[config.mk]
export PLATFORM = sky130hd
export DESIGN_NAME = cwdma_channel
export DESIGN_NICKNAME = d
export VERILOG_FILES = /design/src/rtl/cwdma_pkg.sv /design/src/rtl/cwdma_cmd_reg.sv /design/src/rtl/cwdma_block_ctr.sv /design/src/rtl/cwdma_channel.sv
export SDC_FILE = /design/constraint.sdc
export NUM_CORES = 1
export LEC_CHECK = 0
export ABC_CLOCK_PERIOD_IN_PS = 4900
export BUFFER_PORTS_ARGS = -buffer_cell sky130_fd_sc_hd__buf_2
export CORE_AREA = 2 2 130 132
export CTS_BUF_LIST = sky130_fd_sc_hd__clkbuf_8
export DETAILED_ROUTE_END_ITERATION = 16
export DIE_AREA = 0 0 132 134
export GPL_TIMING_DRIVEN = 0
export PLACE_DENSITY = 0.93
export SETUP_SLACK_MARGIN = 0.02
export SLEW_MARGIN = 40
export SYNTH_ARGS = -nofsm -noshare
export SYNTH_HDL_FRONTEND = slang
export SYNTH_SLANG_ARGS = --single-unit
[constraint.sdc]
create_clock -name clk -period 4.9 [get_ports clk]
set_input_delay 0.245 -clock clk [delete_from_list [all_inputs] [get_ports clk]]
set_output_delay 0.245 -clock clk [all_outputs]
set_load 0.01 [all_outputs]
[src/rtl/cwdma_pkg.sv]
package cwdma_pkg;
   typedef enum logic [2:0] {
      ST_IDLE,
      ST_FETCH,
      ST_FGAP,
      ST_MRD,
      ST_DOUT,
      ST_DIN,
      ST_MWR,
      ST_NEXT
   } cw_state_t;

   localparam int CW_SLOTS  = 4;
   localparam int FL_TODEV  = 0;
   localparam int FL_EOB    = 1;
   localparam int FL_EOC    = 2;
   localparam int FL_W      = 3;
endpackage

[src/rtl/cwdma_cmd_reg.sv]
module cwdma_cmd_reg
   import cwdma_pkg::*;
#(
   parameter int AW   = 32,
   parameter int CNTW = 16
) (
   input  logic            clk,
   input  logic            rst_n,
   input  logic            load,
   input  logic [1:0]      slot,
   input  logic [31:0]     word,
   output logic [FL_W-1:0] flags,
   output logic [AW-1:0]   buf_addr,
   output logic [CNTW-1:0] count,
   output logic [AW-1:0]   next_ptr
);
   logic [31:0] slot_q [CW_SLOTS];

   for (genvar i = 0; i < CW_SLOTS; i++) begin : g_slot
      always_ff @(posedge clk) begin
         if (!rst_n)
            slot_q[i] <= '0;
         else if (load && slot == 2'(i))
            slot_q[i] <= word;
      end
   end

   assign flags    = slot_q[0][FL_W-1:0];
   assign buf_addr = slot_q[1][AW-1:0];
   assign count    = slot_q[2][CNTW-1:0];
   assign next_ptr = slot_q[3][AW-1:0];

   logic unused_hi;
   assign unused_hi = ^{slot_q[0][31:FL_W], slot_q[2]};
endmodule

[src/rtl/cwdma_block_ctr.sv]
module cwdma_block_ctr #(
   parameter int AW   = 32,
   parameter int CNTW = 16
) (
   input  logic            clk,
   input  logic            rst_n,
   input  logic            load,
   input  logic [AW-1:0]   addr_in,
   input  logic [CNTW-1:0] cnt_in,
   input  logic            step,
   output logic [AW-1:0]   addr,
   output logic [CNTW-1:0] cnt,
   output logic            final_byte
);
   localparam logic [CNTW-1:0] ONE = CNTW'(1);

   always_ff @(posedge clk) begin
      if (!rst_n) begin
         addr <= '0;
         cnt  <= '0;
      end else if (load) begin
         addr <= addr_in;
         cnt  <= cnt_in;
      end else if (step) begin
         addr <= addr + AW'(1);
         cnt  <= cnt - ONE;
      end
   end

   assign final_byte = (cnt == ONE);
endmodule

[src/rtl/cwdma_channel.sv]
module cwdma_channel
   import cwdma_pkg::*;
#(
   parameter int AW   = 32,
   parameter int CNTW = 16
) (
   input  logic          clk,
   input  logic          rst_n,
   input  logic          go,
   input  logic [AW-1:0] chain_ptr,
   output logic          busy,
   output logic          err,
   output logic          irq,
   output logic          bus_req,
   input  logic          bus_gnt,
   output logic [AW-1:0] bus_addr,
   output logic          bus_we,
   output logic          bus_word,
   output logic [7:0]    bus_wdata,
   input  logic [31:0]   bus_rdata,
   output logic          dev_out_valid,
   input  logic          dev_out_ready,
   output logic [7:0]    dev_out_data,
   output logic          dev_out_last,
   input  logic          dev_in_valid,
   output logic          dev_in_ready,
   input  logic [7:0]    dev_in_data,
   input  logic          dev_in_last,
   input  logic          dev_err
);
   localparam int SLOT_LAST = CW_SLOTS - 1;

   if (AW < 8 || AW > 32) begin : g_bad_aw
      $error("cwdma_channel: AW must lie in 8..32");
   end
   if (CNTW < 1 || CNTW > 32) begin : g_bad_cntw
      $error("cwdma_channel: CNTW must lie in 1..32");
   end

   cw_state_t       st;
   logic [1:0]      widx;
   logic [AW-1:0]   pc;
   logic [7:0]      data_q;
   logic            busy_q, err_q, irq_q;

   logic [FL_W-1:0] cw_flags;
   logic [AW-1:0]   cw_addr, cw_next, ctr_addr;
   logic [CNTW-1:0] cw_count, ctr_cnt;
   logic            ctr_final;
   logic            granted, cw_load, ctr_load, ctr_step;
   logic            blk_end;

   assign granted  = bus_req && bus_gnt;
   assign cw_load  = (st == ST_FETCH) && granted;
   assign ctr_load = (st == ST_FGAP) && (widx == 2'(SLOT_LAST));
   assign ctr_step = ((st == ST_DOUT) && dev_out_ready) ||
                     ((st == ST_MWR) && granted);
   assign blk_end  = ctr_final && cw_flags[FL_EOB];

   cwdma_cmd_reg #(.AW(AW), .CNTW(CNTW)) u_cmd (
      .clk      (clk),
      .rst_n    (rst_n),
      .load     (cw_load),
      .slot     (widx),
      .word     (bus_rdata),
      .flags    (cw_flags),
      .buf_addr (cw_addr),
      .count    (cw_count),
      .next_ptr (cw_next)
   );

   cwdma_block_ctr #(.AW(AW), .CNTW(CNTW)) u_ctr (
      .clk        (clk),
      .rst_n      (rst_n),
      .load       (ctr_load),
      .addr_in    (cw_addr),
      .cnt_in     (cw_count),
      .step       (ctr_step),
      .addr       (ctr_addr),
      .cnt        (ctr_cnt),
      .final_byte (ctr_final)
   );

   always_comb begin
      bus_req  = 1'b0;
      bus_we   = 1'b0;
      bus_word = 1'b0;
      bus_addr = ctr_addr;
      unique case (st)
         ST_FETCH: begin
            bus_req  = 1'b1;
            bus_word = 1'b1;
            bus_addr = pc + (AW'(widx) << 2);
         end
         ST_MRD:  bus_req = 1'b1;
         ST_MWR: begin
            bus_req = 1'b1;
            bus_we  = 1'b1;
         end
         default: ;
      endcase
   end

   assign bus_wdata     = data_q;
   assign dev_out_valid = (st == ST_DOUT);
   assign dev_out_data  = data_q;
   assign dev_out_last  = (st == ST_DOUT) && blk_end;
   assign dev_in_ready  = (st == ST_DIN);

   always_ff @(posedge clk) begin
      if (!rst_n) begin
         st     <= ST_IDLE;
         widx   <= '0;
         pc     <= '0;
         data_q <= '0;
         busy_q <= 1'b0;
         err_q  <= 1'b0;
         irq_q  <= 1'b0;
      end else begin
         irq_q <= 1'b0;
         if (st != ST_IDLE && dev_err) begin
            st     <= ST_IDLE;
            busy_q <= 1'b0;
            err_q  <= 1'b1;
            irq_q  <= 1'b1;
         end else begin
            unique case (st)
               ST_IDLE: if (go) begin
                  pc     <= chain_ptr;
                  widx   <= '0;
                  st     <= ST_FETCH;
                  busy_q <= 1'b1;
                  err_q  <= 1'b0;
               end
               ST_FETCH: if (granted) st <= ST_FGAP;
               ST_FGAP: begin
                  if (widx != 2'(SLOT_LAST)) begin
                     widx <= widx + 2'd1;
                     st   <= ST_FETCH;
                  end else if (cw_count == '0) begin
                     st     <= ST_IDLE;
                     busy_q <= 1'b0;
                     err_q  <= 1'b1;
                     irq_q  <= 1'b1;
                  end else begin
                     st <= cw_flags[FL_TODEV] ? ST_MRD : ST_DIN;
                  end
               end
               ST_MRD: if (granted) begin
                  data_q <= bus_rdata[7:0];
                  st     <= ST_DOUT;
               end
               ST_DOUT: if (dev_out_ready)
                  st <= ctr_final ? ST_NEXT : ST_MRD;
               ST_DIN: if (dev_in_valid) begin
                  if (dev_in_last != blk_end) begin
                     st     <= ST_IDLE;
                     busy_q <= 1'b0;
                     err_q  <= 1'b1;
                     irq_q  <= 1'b1;
                  end else begin
                     data_q <= dev_in_data;
                     st     <= ST_MWR;
                  end
               end
               ST_MWR: if (granted)
                  st <= ctr_final ? ST_NEXT : ST_DIN;
               ST_NEXT: begin
                  if (cw_flags[FL_EOC]) begin
                     st     <= ST_IDLE;
                     busy_q <= 1'b0;
                     irq_q  <= 1'b1;
                  end else begin
                     pc   <= cw_next;
                     widx <= '0;
                     st   <= ST_FETCH;
                  end
               end
               default: st <= ST_IDLE;
            endcase
         end
      end
   end

   assign busy = busy_q;
   assign err  = err_q;
   assign irq  = irq_q;

   logic unused_cnt;
   assign unused_cnt = ^ctr_cnt;
endmodule

==> results of run 1 <==
logic make-up (layout without fill, tap and decap cells):
family	Yosys count	count (layout)	share of synthesized area, %
and+or+nand+nor	457	457	24.2
AOI/OAI and AO/OA	244	244	17.0
DFF	179	179	45.9
buffers and inverters	105	272	4.72
muxes	39	39	4.13
xor gates and xnor gates	29	29	2.72
adders and majority gates	10	10	1.38
path summary, 6_finish.rpt:
kind	startpoint	end	depth (start not counted)	slack, ns
worst max register to register	widx[1]	u_ctr.addr[2]	9	1.38
worst min-delay path	dev_in_data[3]	bus_wdata[3]	3	0.05
worst min register to register	busy	busy	2	0.47
worst max-delay path	widx[0]	bus_addr[19]	8	1.29
final cells by class:
class / instances / area (µm²) / area share [%]
Multi-Input combinational cell: 779 / 4780 / 43.5
Sequential cell: 179 / 4410 / 40.1
Timing Repair Buffer: 135 / 676 / 6.14
Buffer: 91 / 402 / 3.65
Tap cell: 220 / 275 / 2.50
Clock buffer: 17 / 234 / 2.13
Clock inverter: 15 / 166 / 1.51
Inverter: 14 / 52.6 / 0.478
where the power goes:
part | internal, W | switching (W) | leakage, nW
logic | 0.000182 | 0.000334 | 2.77
clock network | 0.000423 | 0.000617 | 0.192
registers | 0.00164 | 0.0000858 | 1.64
state kept, by name, indices dropped and copies added, names as in the netlist, 2 cells and up:
signal / flops
u_ctr.cnt: 16
bus_wdata: 8
st: 3
widx: 2
u_ctr.addr: 32
pc: 32
u_cmd.slot_q: 83
worst min-delay path, cell delays in order:
cell and delay (ns):
buf_2 0.09, nand2_1 0.06, a311oi_2 0.08
routing by layer:
layer | GRT usage (%) | vias up | share of wire (%)
met5 | 0 | - | 0
met4 | 16.0 | 0 | 4.9
met3 | 7.07 | 138 | 12
met2 | 55.6 | 745 | 45
met1 | 45.7 | 4403 | 38
li1 | - | 4223 | -
synth_stat cells (all sizes together), types with 2 or more instances:
master / count / area, µm²
nor2: 137 / 514
dfxtp: 96 / 1920
and3: 95 / 594
edfxtp: 83 / 2490
nand2: 81 / 304
a21oi: 80 / 400
clkbuf: 75 / 303
nand3: 42 / 210
a211oi: 39 / 293
o21ai: 39 / 195
mux2i: 33 / 330
nor3: 21 / 105
xor2: 21 / 191
a22oi: 17 / 128
nand4: 17 / 106
buf: 16 / 98.8
inv: 13 / 48.8
a31oi: 11 / 68.8
or3: 11 / 68.8
nor4: 10 / 77.6
a311oi: 9 / 129
ha: 9 / 113
o22ai: 9 / 56.3
and2: 8 / 50.1
xnor2: 8 / 70.1
a22o: 7 / 61.3
nand2b: 7 / 43.8
mux2: 6 / 67.6
o21a: 6 / 45.0
or4: 6 / 52.6
and4: 4 / 36.3
nand3b: 4 / 30.0
nor2b: 4 / 25.0
nor3b: 4 / 30.0
o221a: 4 / 45.0
a21o: 3 / 22.5
a221oi: 3 / 26.3
o221ai: 3 / 26.3
a2111oi: 2 / 30.0
a41oi: 2 / 17.5
nor4b: 2 / 38.8
o31ai: 2 / 20.0
or4b: 2 / 20.0
through the flow:
step	utilization [%]	instance area [µm²]	std cells	setup slack [ns]
2_1_floorplan	-	9620	1063	2.38
3_3_place_gp	64.9	10600	1418	1.58
3_5_place_dp	65.1	10600	1418	1.52
4_1_cts	67.5	11000	1450	1.39
5_1_grt	67.5	11000	1450	1.21
6_report	67.5	11000	1450	1.29
==> flow_metrics.env, run 1 <==
export IMPL_synthCells=1063
export IMPL_hold_slack_ns=0.0458
export IMPL_irDropWorstVdd_mv=0.247
export IMPL_track_usage_pct=34.8
export IMPL_path_clk_slew_ns=0.10
export IMPL_grt_setup_unrepaired="no"
export IMPL_clock_sinks=179
export IMPL_finalCriticalPeriod_ns=3.61
export IMPL_grt_max_degree=33
export IMPL_total_power_w=0.00328
export IMPL_grt_pass1_wl_um=47800
export IMPL_ys_seq_area_share_pct=45.9
export IMPL_wl_per_cell_um=21.5
export IMPL_clock_latency_ns=0.48
export IMPL_root_buffer="clkbuf_8"
export IMPL_maxSlewViolCount=0
export IMPL_drt_wl_total_um=31200
export IMPL_async_flop_share_pct=0
export IMPL_gp_congestion=1.04
export IMPL_vias=9509
export IMPL_cts_resized_gates=0
export IMPL_ys_ff_latch=179
export IMPL_die_w_um=132
export IMPL_gr_total_overflow=0
export IMPL_grt_pass1_vias=8806
export IMPL_synth_edf_count=83
export IMPL_cp_start_kind="flip-flop"
export IMPL_cp_max_fo=8
export IMPL_final_period_utilization_pct=73.6
export IMPL_drcViolationCount=0
export IMPL_drv_cap=0
export IMPL_dieArea_um2=17700
export IMPL_vias_per_cell=6.56
export IMPL_worstPathRequired_ns=4.66
export IMPL_p_leak_nw=4.60
export IMPL_min_path_type="input pin to flip-flop"
export IMPL_outcome="complete, no violations"
export IMPL_cp_num_buf_inv=1
export IMPL_crit_arrival_ns=3.36
export IMPL_drive_gt1_share_pct=17.7
export IMPL_end_kind="output pin"
export IMPL_numCtsBuffers=17
export IMPL_finClkSkew_ns=0.0180
export IMPL_layout_nets=1307
export IMPL_fin_setup_tns_ns=0
export IMPL_syn2layout_area_growth_pct=14.3
export IMPL_start_util_pct=59.1
export IMPL_rows=47
export IMPL_crit_path_cell_trace="ha_1 -> a21o_1 -> or3b_2 -> nor3_2 -> nand4_1 -> xor2_1 -> a21oi_1 -> buf_2"
export IMPL_coreArea_um2=16300
export IMPL_finalSetupViolCount=0
export IMPL_drtIter0Drc=1521
export IMPL_cts_setup_buffers=0
export IMPL_cpMaxStageDelayCell="nor3_2"
export IMPL_tightest_slew_ns=0.866
export IMPL_fill_cells=1250
export IMPL_htreeDepth=4
export IMPL_antenna_found_initial=0
export IMPL_relSlewSlack_pct=42.3
export IMPL_max_stage_delay_ns=0.58
export IMPL_netlist_area_um2=9620
export IMPL_final_common_cell="nor2_1"
export IMPL_hold_violations=0
export IMPL_yosys_warnings=0
export IMPL_synth_ff_type="dfxtp_1"
export IMPL_worstSetupPathType="flip-flop to output pin"
export IMPL_io_pins=137
export IMPL_cts_tree="built"
export IMPL_n_antenna_cell=0
export IMPL_hold_buffers=0
export IMPL_cts_buffer_depth=2
export IMPL_p_per_area_nw_per_um2=299
export IMPL_dp_hpwl_um=22400
export IMPL_dieHeight_um=134
export IMPL_crit_family="simple AND/OR/NAND/NOR gates"
export IMPL_synth_cell_types=71
export IMPL_io_buffers=135
export IMPL_layout_common_cells="nor2_1 (137), buf_2 (136), dfxtp_1 (96)"
export IMPL_antenna_left=0
export IMPL_syn_avg_cell_area_um2=9.05
export IMPL_synth_nets=1153
export IMPL_firstDrtPassIters=8
export IMPL_fmaxAchievable_mhz=277
No activity file was read; power rests on OpenSTA's default activity.
==> inputs of run 2 (changes only) <==
--- a/config.mk
+++ b/config.mk
@@ -5,7 +5,7 @@
 export SDC_FILE = /design/constraint.sdc
 export NUM_CORES = 1
 export LEC_CHECK = 0
-export ABC_CLOCK_PERIOD_IN_PS = 4900
+export ABC_CLOCK_PERIOD_IN_PS = 3670
 export BUFFER_PORTS_ARGS = -buffer_cell sky130_fd_sc_hd__buf_2
 export CORE_AREA = 2 2 130 132
 export CTS_BUF_LIST = sky130_fd_sc_hd__clkbuf_8
==> constraint.sdc (replaced) <==
create_clock -name clk -period 3.67 [get_ports clk]
set_input_delay 0.1835 -clock clk [delete_from_list [all_inputs] [get_ports clk]]
set_output_delay 0.1835 -clock clk [all_outputs]
set_load 0.01 [all_outputs]
==> flow_metrics.env, run 2 (synthesized netlist as in run 1, its figures left out) <==
export IMPL_outcome="complete, no violations"
export IMPL_antenna_left=0
export IMPL_maxSlewViolCount=0
export IMPL_clock_latency_ns=0.48
export IMPL_register_area_um2=4410
export IMPL_drt_wl_total_um=31100
export IMPL_antenna_found_initial=0
export IMPL_intPower_w=0.00300
export IMPL_clock_power_share_pct=31.5
export IMPL_finalSetupViolCount=0
export IMPL_vias_per_cell=6.49
export IMPL_comb_power_share_pct=15.8
export IMPL_dieArea_um2=17700
export IMPL_finalNonFillerCells=1455
export IMPL_gr_total_overflow=0
export IMPL_dpl_worst_slack_ns=0.294
export IMPL_coreArea_um2=16300
export IMPL_grt_pass1_wl_um=47900
export IMPL_cts_setup_buffers=0
export IMPL_cts_buffer_depth=2
export IMPL_hold_violations=0
export IMPL_clock_sinks=179
export IMPL_cts_tree="built"
export IMPL_grt_setup_unrepaired="no"
export IMPL_p_per_area_nw_per_um2=396
export IMPL_dp_hpwl_um=22400
export IMPL_final_period_utilization_pct=96.7
export IMPL_switching_share_pct=31.4
export IMPL_track_usage_pct=34.8
export IMPL_irDropWorstVdd_mv=0.326
export IMPL_p_leak_nw=4.62
export IMPL_fin_setup_tns_ns=0
export IMPL_layout_nets=1312
export IMPL_io_pins=137
export IMPL_multi_input_area_um2=4780
export IMPL_grt_max_degree=33
export IMPL_drtIter0Drc=1515
export IMPL_fill_cells=1243
export IMPL_worstSetupPathType="flip-flop to output pin"
export IMPL_numCtsBuffers=17
export IMPL_cp_start_kind="flip-flop"
export IMPL_dieHeight_um=134
export IMPL_grt_pass1_vias=8843
export IMPL_start_util_pct=59.1
export IMPL_dp_cells=1418
export IMPL_p_seq_share_pct=52.7
export IMPL_gp_congestion=1.04
export IMPL_min_path_type="input pin to flip-flop"
export IMPL_path_clk_slew_ns=0.10
export IMPL_final_util_pct=67.8
export IMPL_layout_common_cells="nor2_1 (137), buf_2 (136), dfxtp_1 (96)"
export IMPL_fmaxAchievable_mhz=282
export IMPL_switchingPower_w=0.00138
export IMPL_vias=9443
export IMPL_rows=47
export IMPL_io_buffers=135
export IMPL_root_buffer="clkbuf_8"
export IMPL_worstPathRequired_ns=3.49
export IMPL_end_kind="output pin"
export IMPL_timing_final_ws_setup_ns=0.122
export IMPL_relSlewSlack_pct=41.9
export IMPL_drv_cap=0
export IMPL_tightest_slew_ns=0.872
export IMPL_drcViolationCount=0
export IMPL_wl_per_cell_um=21.4
export IMPL_cp_max_fo=8
export IMPL_cpMaxStageDelayCell="nor3_2"
export IMPL_largest_register_ffs=83
export IMPL_firstDrtPassIters=6
export IMPL_reg_top3="u_cmd.slot_q x83, pc x32, u_ctr.addr x32"
export IMPL_final_common_cell="nor2_1"
export IMPL_regMostFlops="u_cmd.slot_q"
export IMPL_syn2layout_area_growth_pct=14.8
export IMPL_n_antenna_cell=0
export IMPL_drive_gt1_share_pct=17.7
export IMPL_final_area_um2=11100
export IMPL_crit_path_cell_trace="ha_1 -> a21o_1 -> or3b_2 -> nor3_2 -> nand4_1 -> xor2_1 -> a21oi_1 -> buf_2"
export IMPL_finalCriticalPeriod_ns=3.55
export IMPL_max_stage_delay_ns=0.59
export IMPL_place_area_um2=10600
export IMPL_crit_arrival_ns=3.36
export IMPL_htreeDepth=4
export IMPL_finClkSkew_ns=0.0158
export IMPL_die_w_um=132
run 2: per-stage QoR:
stage	hold slack (ns)	total power [W]
floorplan	0.361	0.00272
global placement	0.449	0.00298
detailed placement	0.461	0.00301
CTS	0.00137	0.00434
global route	0.0123	0.00449
finish	0.00673	0.00438
run 2: final cells by class:
type                    count  area share [%]
well taps                 220            2.49
multi-input cells         779            43.3
repair buffers            140            6.57
inverters                  14           0.476
flip-flops and latches    179            39.9
clock buffers              17            2.12
plain buffers              91            3.63
clock inverters            15            1.51
run 2: worst paths after layout:
kind | slack [ns] | from | depth (start not counted) | end
min | 0.007 | dev_in_data[4] | 3 | bus_wdata[4]
max | 0.12 | widx[0] | 8 | bus_addr[19]
min reg2reg | 0.47 | busy | 2 | busy
max reg2reg | 0.17 | widx[1] | 9 | u_ctr.addr[2]
run 2: worst max-delay path, delay by kind of cell, from the launching register on:
family | cells | cell delay [ns]
fa+ha+maj | 1 | 0.25
buf+inv | 1 | 0.17
xor+xnor | 1 | 0.20
flops | 1 | 0.50
compound gates | 2 | 0.41
simple gates | 3 | 1.36
run 2: timing repair:
item,in CTS,in global routing
endpoints found under the hold margin,5,0
hold buffers,5,0
gates resized for setup,0,1
setup endpoints to repair,0,1
run 2: power groups by stage:
stage	combinational [W]	sequential (W)	clock [W]
after floorplan	0.000404	0.00231	0
after global placement	0.000647	0.00233	0
after detailed placement	0.000663	0.00234	0
after CTS	0.000674	0.00230	0.00137
after global routing	0.000740	0.00232	0.00144
final	0.000693	0.00231	0.00138
run 2: layer usage:
layer | track usage [%] | part of all wire (%) | vias up
met2 | 55.8 | 46 | 718
met5 | 0 | 0 | -
met4 | 16.1 | 4.5 | 0
met1 | 45.8 | 38 | 4359
met3 | 7.11 | 11 | 126
li1 | - | - | 4240
